## config.mk

```make
export PLATFORM = sky130hd
export DESIGN_NAME = axi_burst_reader
export DESIGN_NICKNAME = d
export VERILOG_FILES = /design/src/rtl/axi_burst_reader.sv
export SDC_FILE = /design/constraint.sdc
export NUM_CORES = 1
export LEC_CHECK = 0
export ABC_AREA = 0
export BUFFER_PORTS_ARGS = -buffer_cell sky130_fd_sc_hd__buf_2
export CORE_MARGIN = 1
export CORE_UTILIZATION = 50
export CTS_BUF_LIST = sky130_fd_sc_hd__clkbuf_8
export CTS_CLUSTER_SIZE = 28
export DETAILED_ROUTE_END_ITERATION = 8
export PLACE_DENSITY = 0.85
export REMOVE_ABC_BUFFERS = 1
export SYNTH_ARGS = -nofsm -noshare
export SYNTH_HDL_FRONTEND = slang
export SYNTH_SLANG_ARGS = --single-unit
```

## constraint.sdc

```tcl
create_clock -name clk -period 4.3 [get_ports clk]
set_clock_uncertainty 0.15 [all_clocks]
set_input_delay 0.215 -clock clk [delete_from_list [all_inputs] [get_ports clk]]
set_output_delay 0.215 -clock clk [all_outputs]
set_load 0.1 [all_outputs]
```

## src/rtl/axi_burst_reader.sv

```systemverilog
module axi_burst_reader #(
  parameter int          ADDR_W    = 32,
  parameter int          DATA_W    = 64,
  parameter int          ID_W      = 4,
  parameter int          BUF_AW    = 9,
  parameter int          BEATS     = 16,
  parameter int          RUNS      = 8,
  parameter int          CNT_W     = 32,
  parameter int          MIN_BYTES = 2048,
  parameter logic [31:0] BASE_ADDR = 32'h0100_0000
) (
  input  logic                       clk,
  input  logic                       rst_n,
  input  logic                       start,
  input  logic [1:0]                 size_sel,
  output logic                       busy,
  output logic                       done,
  output logic                       err,
  output logic                       meas_valid,
  output logic [$clog2(RUNS)-1:0]    meas_index,
  output logic [CNT_W-1:0]           meas_cycles,
  output logic                       arvalid,
  input  logic                       arready,
  output logic [ADDR_W-1:0]          araddr,
  output logic [7:0]                 arlen,
  output logic [2:0]                 arsize,
  output logic [1:0]                 arburst,
  output logic [ID_W-1:0]            arid,
  input  logic                       rvalid,
  output logic                       rready,
  input  logic [DATA_W-1:0]          rdata,
  input  logic [1:0]                 rresp,
  input  logic                       rlast,
  output logic                       buf_we,
  output logic [BUF_AW-1:0]          buf_addr,
  output logic [DATA_W-1:0]          buf_wdata
);
  localparam int BYTES       = DATA_W / 8;
  localparam int BURST_BYTES = BEATS * BYTES;
  localparam int MIN_BURSTS  = MIN_BYTES / BURST_BYTES;
  localparam int MAX_BURSTS  = MIN_BURSTS << 3;
  localparam int BW          = $clog2(MAX_BURSTS) + 1;
  localparam int RW          = $clog2(RUNS);

  logic              busy_q, done_q, err_q, mv_q;
  logic [RW-1:0]     run_q, mi_q;
  logic [CNT_W-1:0]  cnt_q, mc_q;
  logic [BW-1:0]     total_q, req_q, out_q;
  logic [ADDR_W-1:0] addr_q;
  logic [BUF_AW-1:0] wptr_q;

  wire ar_hs     = arvalid && arready;
  wire r_hs      = busy_q && rvalid;
  wire r_last_hs = r_hs && rlast;
  wire final_b   = r_last_hs && (out_q == BW'(1)) && (req_q == total_q);

  assign arvalid     = busy_q && (req_q != total_q);
  assign araddr      = addr_q;
  assign arlen       = 8'(BEATS - 1);
  assign arsize      = 3'($clog2(BYTES));
  assign arburst     = 2'b01;
  assign arid        = '0;
  assign rready      = 1'b1;
  assign buf_we      = r_hs;
  assign buf_addr    = wptr_q;
  assign buf_wdata   = rdata;
  assign busy        = busy_q;
  assign done        = done_q;
  assign err         = err_q;
  assign meas_valid  = mv_q;
  assign meas_index  = mi_q;
  assign meas_cycles = mc_q;

  always_ff @(posedge clk) begin
    if (!rst_n) begin
      busy_q <= 1'b0; done_q <= 1'b0; err_q <= 1'b0; mv_q <= 1'b0;
      run_q <= '0; mi_q <= '0; cnt_q <= '0; mc_q <= '0;
      total_q <= '0; req_q <= '0; out_q <= '0;
      addr_q <= BASE_ADDR; wptr_q <= '0;
    end else begin
      done_q <= 1'b0;
      mv_q   <= 1'b0;
      if (!busy_q) begin
        if (start) begin
          busy_q  <= 1'b1;
          total_q <= BW'(MIN_BURSTS) << size_sel;
          req_q   <= '0;
          out_q   <= '0;
          addr_q  <= BASE_ADDR;
          wptr_q  <= '0;
          cnt_q   <= '0;
          run_q   <= '0;
          err_q   <= 1'b0;
        end
      end else begin
        cnt_q <= cnt_q + 1'b1;
        if (ar_hs) begin
          req_q  <= req_q + 1'b1;
          addr_q <= addr_q + ADDR_W'(BURST_BYTES);
        end
        case ({ar_hs, r_last_hs})
          2'b10:   out_q <= out_q + 1'b1;
          2'b01:   out_q <= out_q - 1'b1;
          default: out_q <= out_q;
        endcase
        if (r_hs) begin
          wptr_q <= wptr_q + 1'b1;
          if (rresp != 2'b00) err_q <= 1'b1;
        end
        if (final_b) begin
          mc_q   <= cnt_q + 1'b1;
          mi_q   <= run_q;
          mv_q   <= 1'b1;
          req_q  <= '0;
          out_q  <= '0;
          addr_q <= BASE_ADDR;
          wptr_q <= '0;
          cnt_q  <= '0;
          if (run_q == RW'(RUNS - 1)) begin
            busy_q <= 1'b0;
            done_q <= 1'b1;
          end else begin
            run_q <= run_q + 1'b1;
          end
        end
      end
    end
  end

  p_ar_hold_r3: assert property (@(posedge clk) disable iff (!rst_n)
    arvalid && !arready |=> arvalid && $stable(araddr));
  p_ar_step_r2: assert property (@(posedge clk) disable iff (!rst_n)
    ar_hs |=> !arvalid || (araddr == $past(araddr) + ADDR_W'(BURST_BYTES)));
  p_back_to_back_r3: assert property (@(posedge clk) disable iff (!rst_n)
    ar_hs && (req_q + 1'b1 != total_q) |=> arvalid);
  p_out_bound_r4: assert property (@(posedge clk) disable iff (!rst_n)
    busy_q |-> out_q <= req_q);
  p_last_owned_r4: assert property (@(posedge clk) disable iff (!rst_n)
    r_last_hs |-> out_q != '0);
  p_report_min_r7: assert property (@(posedge clk) disable iff (!rst_n)
    mv_q |-> mc_q >= CNT_W'(BEATS * MIN_BURSTS));
  p_done_last_r8: assert property (@(posedge clk) disable iff (!rst_n)
    done_q |-> mv_q && !busy_q && (mi_q == RW'(RUNS - 1)));
  p_size_hold_r9: assert property (@(posedge clk) disable iff (!rst_n)
    busy_q |=> $stable(total_q));
  p_err_sticky_r10: assert property (@(posedge clk) disable iff (!rst_n)
    err_q && !(start && !busy_q) |=> err_q);
endmodule

```

==> reports/results.md, run 1 <==
### Run status
- run status: complete, no violations

### Critical path
- Critical Path AT: 3.42 ns
- startpoint kind of the worst setup timing path: flip-flop
- critical setup path kind: flip-flop to flip-flop
- type of element capturing the critical path: flip-flop
- critical path required time: 4.50 ns
- largest fanout of any net on the critical path: 23

### Synth
- Post-Synth Adder-Cell Area: 1.80%
- cell count after synthesis: 860
- Seq/Total Area, Yosys: 36.9%
- area share of and/or/nand/nor cells after synthesis: 20.8%
- share of synthesized registers carrying an async set or reset: 0%
- top cells by area, synth: dfxtp_1 37%, buf_4 9.6%, o21ai_0 5.0%
- number of warning messages in the yosys log: 0
- post-synthesis instance area: 0.00695 mm2
- proportion of synthesized area in mux cells: 1.33%
- compound-gate portion of the synthesized area: 19.6%
- xor-xnor portion of the synthesized cell area: 6.18%
- cell accounting for the most synthesized area: dfxtp_1
- Unique masters post-synth: 63
- proportion of netlist area held by the largest area contributor: 36.9%
- Avg Cell Area, Syn: 8.08 um2
- largest family of logic cells by synthesized area: simple AND/OR/NAND/NOR gates
- count of flip-flops with a built-in enable after synthesis: 0
- Main synth FF type: dfxtp_1
- synthesized flop and latch total: 128

### Detailed routing
- total wire length after detailed routing: 19.6 mm
- via count: 6,137
- remaining antenna violation count: 0
- number of design-rule violations left by the first detailed-router iteration: 513
- DRC viols: 0
- length of the first detailed-routing pass in iterations: 5
- via/cell ratio: 5.84
- average wire length per cell after detail routing: 18.7 um

### Power and ir drop
- switching power: 768 uW
- switch share: 28.6%
- Clk pwr share: 43.1%
- total power draw: 2680 uW
- Internal Pwr Total: 1920 uW
- PD cells: 364 mW/mm2
- largest vdd supply drop: 0.191 mV
- combinational fraction of design power: 11.8%
- sequential group share of total power: 45.1%
- static leakage: 0.00286 uW

### Clock tree
- number of cells upsized or downsized after cts: 0
- Root Buffer Master: clkbuf_8
- count of clock tree sinks: 128
- buffers inserted during post-CTS setup optimization: 0
- htree depth: 4
- Post-CTS Hold Fix Bufs: 6
- clock latency of the later-clocked register in the worst-skew pair: 0.45 ns
- register clock-pin slew on the reported worst setup and hold paths: 0.08 ns
- CTS buffer count: 17
- deepest clock path buffer count: 2
- clock tree from TritonCTS: built

### Final layout
- sequential cell area in the final layout: 0.00256 mm2
- share of cells above drive strength 1: 15.7%
- synthesis-to-layout area growth: 6.13%
- commonest cells after routing, fill and taps aside: 128 x dfxtp_1, 84 x buf_2, 80 x nor2_1, 74 x nand2_1, 70 x o21ai_0
- fin util: 55.0%
- most common library cell in the layout ignoring fill and taps: dfxtp_1
- # diodes: 0
- Fill cells: 1,210
- final-stage net count: 945
- total area of multi-input combinational cells: 0.00355 mm2

### Place
- count of input and output buffers: 84
- Final Wtd Congestion: 0.911
- post-detailed-placement half-perimeter wirelength: 14.2 mm

### Die
- standard-cell row count: 42
- I/O pin count: 238
- core area: 0.0134 mm2
- overall die area: 0.0144 mm2
- die width: 120 um
- die extent in y: 120 um
- initial standard-cell utilization of the core: 51.8%

### Global route
- global router's overall resource usage: 28.1%
- pin count of the biggest net entering global routing: 67
- global-route wire length before repair: 30.5 mm
- vias in the first global route: 5,460
- initial antenna violation count: 0
- GRT overflow: 0

### STA
- measured slew at the worst slew-check pin: 1.14 ns
- final critical path time including I/O delays and setup: 3.22 ns
- relative max-transition margin: 23.1%
- count of endpoints failing setup in the final report: 0
- Final TNS setup: 0 ns
- pins over their slew limit: 0
- f_max: 310 MHz
- final hold violation count: 0
- part of the cycle the worst path needs: 75.0%
- setup repair after global routing missed its margin: no

### Worst hold path
- min-delay worst type: input pin to flip-flop

### Flow run
- max-cap check violation count: 0

==> layout make-up <==
type / instances / share of cell area (%)
multi-input cells: 602 / 48.2
flip-flops and latches: 128 / 34.8
repair buffers: 97 / 7.23
clock buffers: 19 / 3.55
well taps: 176 / 2.99
clock inverters: 13 / 2.50
inverters: 15 / 0.764
==> state kept, by name, summed over array words and instances, names as in the netlist, 3 cells and up <==
signal	flops
cnt_q	32
meas_cycles	32
araddr	25
buf_addr	9
out_q	8
req_q	8
total_q	4
meas_index	3
run_q	3
==> critical path, stage by stage (launching register included) <==
cell and delay (ns):
dfxtp_1 0.39, or4_4 0.57, nor4_1 0.42, nand3_1 0.51, and2_1 0.65, a32o_1 0.42
==> cell usage after synthesis, drive strengths merged (5+ instances only) <==
cell type,count
or3,5
a211oi,28
xnor2,35
or4,6
a21oi,53
a31oi,13
clkbuf,36
nand4,18
nand2,74
and4,7
o21ai,74
nor2,80
and3,17
nand3,32
xor2,14
ha,10
nor4,8
and2,7
inv,15
o31ai,19
mux2i,7
nor3,18
buf,102
dfxtp,128
nor2b,6
==> metrics by stage <==
step	instance area (um2)	worst slack [ns]	instances	hold slack, ns
finish	7370	1.08	1050	0.0466
global route	7370	0.761	1050	0.0606
CTS	7370	1.09	1050	0.00918
detailed placement	6870	1.12	1012	0.281
global placement	6870	1.23	1012	0.281
floorplan	6170	0.130	745	0.187
==> power groups by stage <==
stage / sequential [uW] / combinational [uW] / clock (uW)
after floorplan: 1270 / 213 / 0
after global placement: 1240 / 304 / 0
after detailed placement: 1240 / 309 / 0
after CTS: 1210 / 314 / 1180
after global routing: 1210 / 336 / 1230
final: 1210 / 316 / 1160
==> path summary, 6_finish.rpt <==
check                              start         endpoint  slack, ns  cells past startpoint
worst min-delay path               rst_n  meas_cycles[20]       0.05                      3
worst min register to register       err              err       0.30                      2
worst max-delay path            out_q[2]      buf_addr[1]       1.08                      5
worst max register to register  out_q[2]      buf_addr[1]       1.08                      5
==> cell families (layout without fill, tap and decap cells) <==
group,Yosys count,count (layout)
AO/OA/AOI/OAI,219,219
flip-flops,128,128
adder cells (fa/ha/maj),10,10
multiplexers,9,9
AND/OR/NAND/NOR,290,290
other,2,25
buffers and inverters,153,144
XOR/XNOR,49,49
==> layer usage <==
| layer | up-vias | part of all wire [%] | global-route usage [%] |
|---|---|---|---|
| met5 | - | 1.2 | 15.1 |
| met4 | 6 | 1.8 | 8.36 |
| met3 | 35 | 17 | 20.2 |
| met2 | 343 | 38 | 36.5 |
| met1 | 2798 | 42 | 34.8 |
| li1 | 2955 | - | - |
(Power assumes the default switching activity.)
==> inputs of run 2 (changes only) <==
--- a/config.mk
+++ b/config.mk
@@ -8,11 +8,11 @@
 export ABC_AREA = 0
 export BUFFER_PORTS_ARGS = -buffer_cell sky130_fd_sc_hd__buf_2
 export CORE_MARGIN = 1
-export CORE_UTILIZATION = 50
+export CORE_UTILIZATION = 47
 export CTS_BUF_LIST = sky130_fd_sc_hd__clkbuf_8
 export CTS_CLUSTER_SIZE = 28
 export DETAILED_ROUTE_END_ITERATION = 8
-export PLACE_DENSITY = 0.85
+export PLACE_DENSITY = 0.84
 export REMOVE_ABC_BUFFERS = 1
 export SYNTH_ARGS = -nofsm -noshare
 export SYNTH_HDL_FRONTEND = slang
==> constraint.sdc (replaced) <==
create_clock -name clk -period 2.9 [get_ports clk]
set_clock_uncertainty 0.15 [all_clocks]
set_input_delay 0.145 -clock clk [delete_from_list [all_inputs] [get_ports clk]]
set_output_delay 0.145 -clock clk [all_outputs]
set_load 0.1 [all_outputs]
==> run 2 against run 1 <==
  * Final area grew 1.6%
  * Largest power group unchanged
  * Sequential power increased by 48%
  * Maximum frequency is 18% higher
==> reports/results.md, run 2 (synthesis results as in run 1) <==
### STA
- final critical-path setup slack: 0.165 ns
- f_max: 366 MHz
- final hold violation count: 0
- setup repair after global routing missed its margin: no
- part of the cycle the worst path needs: 94.3%
- relative max-transition margin: 36.8%
- count of endpoints failing setup in the final report: 0
- measured slew at the worst slew-check pin: 0.942 ns
- final critical path time including I/O delays and setup: 2.74 ns
- pins over their slew limit: 0
- Final TNS setup: 0 ns

### Final layout
- synthesis-to-layout area growth: 7.84%
- Fill cells: 1,380
- # diodes: 0
- final-stage net count: 966
- fin util: 51.7%
- share of cells above drive strength 1: 17.5%
- commonest cells after routing, fill and taps aside: 128 x dfxtp_1, 84 x buf_2, 80 x nor2_1, 74 x nand2_1, 69 x o21ai_0
- total area of multi-input combinational cells: 0.00357 mm2
- sequential cell area in the final layout: 0.00256 mm2
- most common library cell in the layout ignoring fill and taps: dfxtp_1
- final cell count without fillers: 1,079

### Clock tree
- clock tree from TritonCTS: built
- Root Buffer Master: clkbuf_8
- buffers inserted during post-CTS setup optimization: 0
- clock latency of the later-clocked register in the worst-skew pair: 0.45 ns
- CTS buffer count: 17
- register clock-pin slew on the reported worst setup and hold paths: 0.07 ns
- htree depth: 4
- deepest clock path buffer count: 2
- count of clock tree sinks: 128

### Detailed routing
- total wire length after detailed routing: 20.0 mm
- remaining antenna violation count: 0
- met2 wire length: 7.65 mm
- length of routed wiring on met1: 8.97 mm
- DRC viols: 0
- highest metal layer with signal wires: met5
- length of the first detailed-routing pass in iterations: 5
- via/cell ratio: 5.73
- number of design-rule violations left by the first detailed-router iteration: 592
- via count: 6,183
- average wire length per cell after detail routing: 18.6 um
- met3 wirelength from detailed routing: 2.97 mm

### Place
- Setup Slack @ Placement: 0.126 ns
- count of input and output buffers: 84
- post-detailed-placement half-perimeter wirelength: 14.6 mm
- number of placed instances with taps included: 1,039
- Final Wtd Congestion: 0.940

### Power and ir drop
- static leakage: 0.00294 uW
- total power draw: 3720 uW
- PD cells: 497 mW/mm2
- largest vdd supply drop: 0.339 mV

### Critical path
- type of element capturing the critical path: flip-flop
- Critical Path AT: 2.91 ns
- largest fanout of any net on the critical path: 17
- critical setup path kind: flip-flop to flip-flop
- critical path required time: 3.08 ns
- r2r setup slk: 0.16 ns
- startpoint kind of the worst setup timing path: flip-flop

### Die
- initial standard-cell utilization of the core: 48.0%
- overall die area: 0.0153 mm2
- I/O pin count: 238
- die width: 124 um
- core area: 0.0145 mm2
- die extent in y: 124 um
- standard-cell row count: 44

### Worst hold path
- min-delay worst type: input pin to flip-flop

### Global route
- pin count of the biggest net entering global routing: 47
- GRT overflow: 0
- global-route wire length before repair: 30.4 mm
- vias in the first global route: 5,376
- global router's overall resource usage: 27.0%
- initial antenna violation count: 0

### Flow run
- max-cap check violation count: 0

### Run status
- run status: complete, no violations

[run 2: changes by cell type in the layout (fill, tap and decap cells not counted), sizes merged]
cell         delta
clkbuf          +1
clkinv          +2
dlygate4sd3     +2
bufinv          -3
buf            +19
[run 2: final timing paths]
check / from / endpoint / cells past startpoint
setup / recovery: req_q[1] / cnt_q[8] / 8
hold reg to reg: meas_index[2] / meas_index[2] / 2
hold / removal: arready / req_q[2] / 5
setup reg to reg: req_q[1] / cnt_q[8] / 8
[run 2: what timing repair did]
item                                   CTS  global route
endpoints found under the hold margin   19             0
resized for setup                        0             4
hold buffers                             8             0
setup endpoints to repair                0            18
[run 2: stage by stage]
stage / hold slack, ns / cell area [um2]
after floorplan: 0.117 / 6170
after detailed placement: 0.141 / 7030
after global placement: 0.141 / 7030
final: 0.0979 / 7490
after CTS: 0.0451 / 7480
after global routing: 0.109 / 7490
[run 2: final cells by class]
type | instances | share of cell area [%]
clock buffers | 20 | 3.68
repair buffers | 118 | 9.46
clock inverters | 12 | 1.22
well taps | 184 | 3.07
flip-flops and latches | 128 | 34.2
multi-input cells | 602 | 47.6
inverters | 15 | 0.752
[run 2: metal layers]
metal,track usage (%),up-vias
met2,34.3,313
met5,10.4,-
met4,7.98,6
met1,35.5,2854
met3,17.5,27
li1,-,2983
[run 2: power breakdown]
| group | switching, uW | internal (uW) |
|---|---|---|
| clock | 705 | 731 |
| sequential | 16.7 | 1770 |
| combinational | 395 | 100 |
| total | 1120 | 2610 |
[run 2: worst max-delay path, cell delays in order, from the launching register on]
cell	delay [ns]
dfxtp_1	0.32
inv_1	0.09
ha_1	0.17
nor4b_2	0.64
nand3_1	0.28
and2_1	0.50
buf_4	0.31
nand2_1	0.06
o21ai_0	0.07
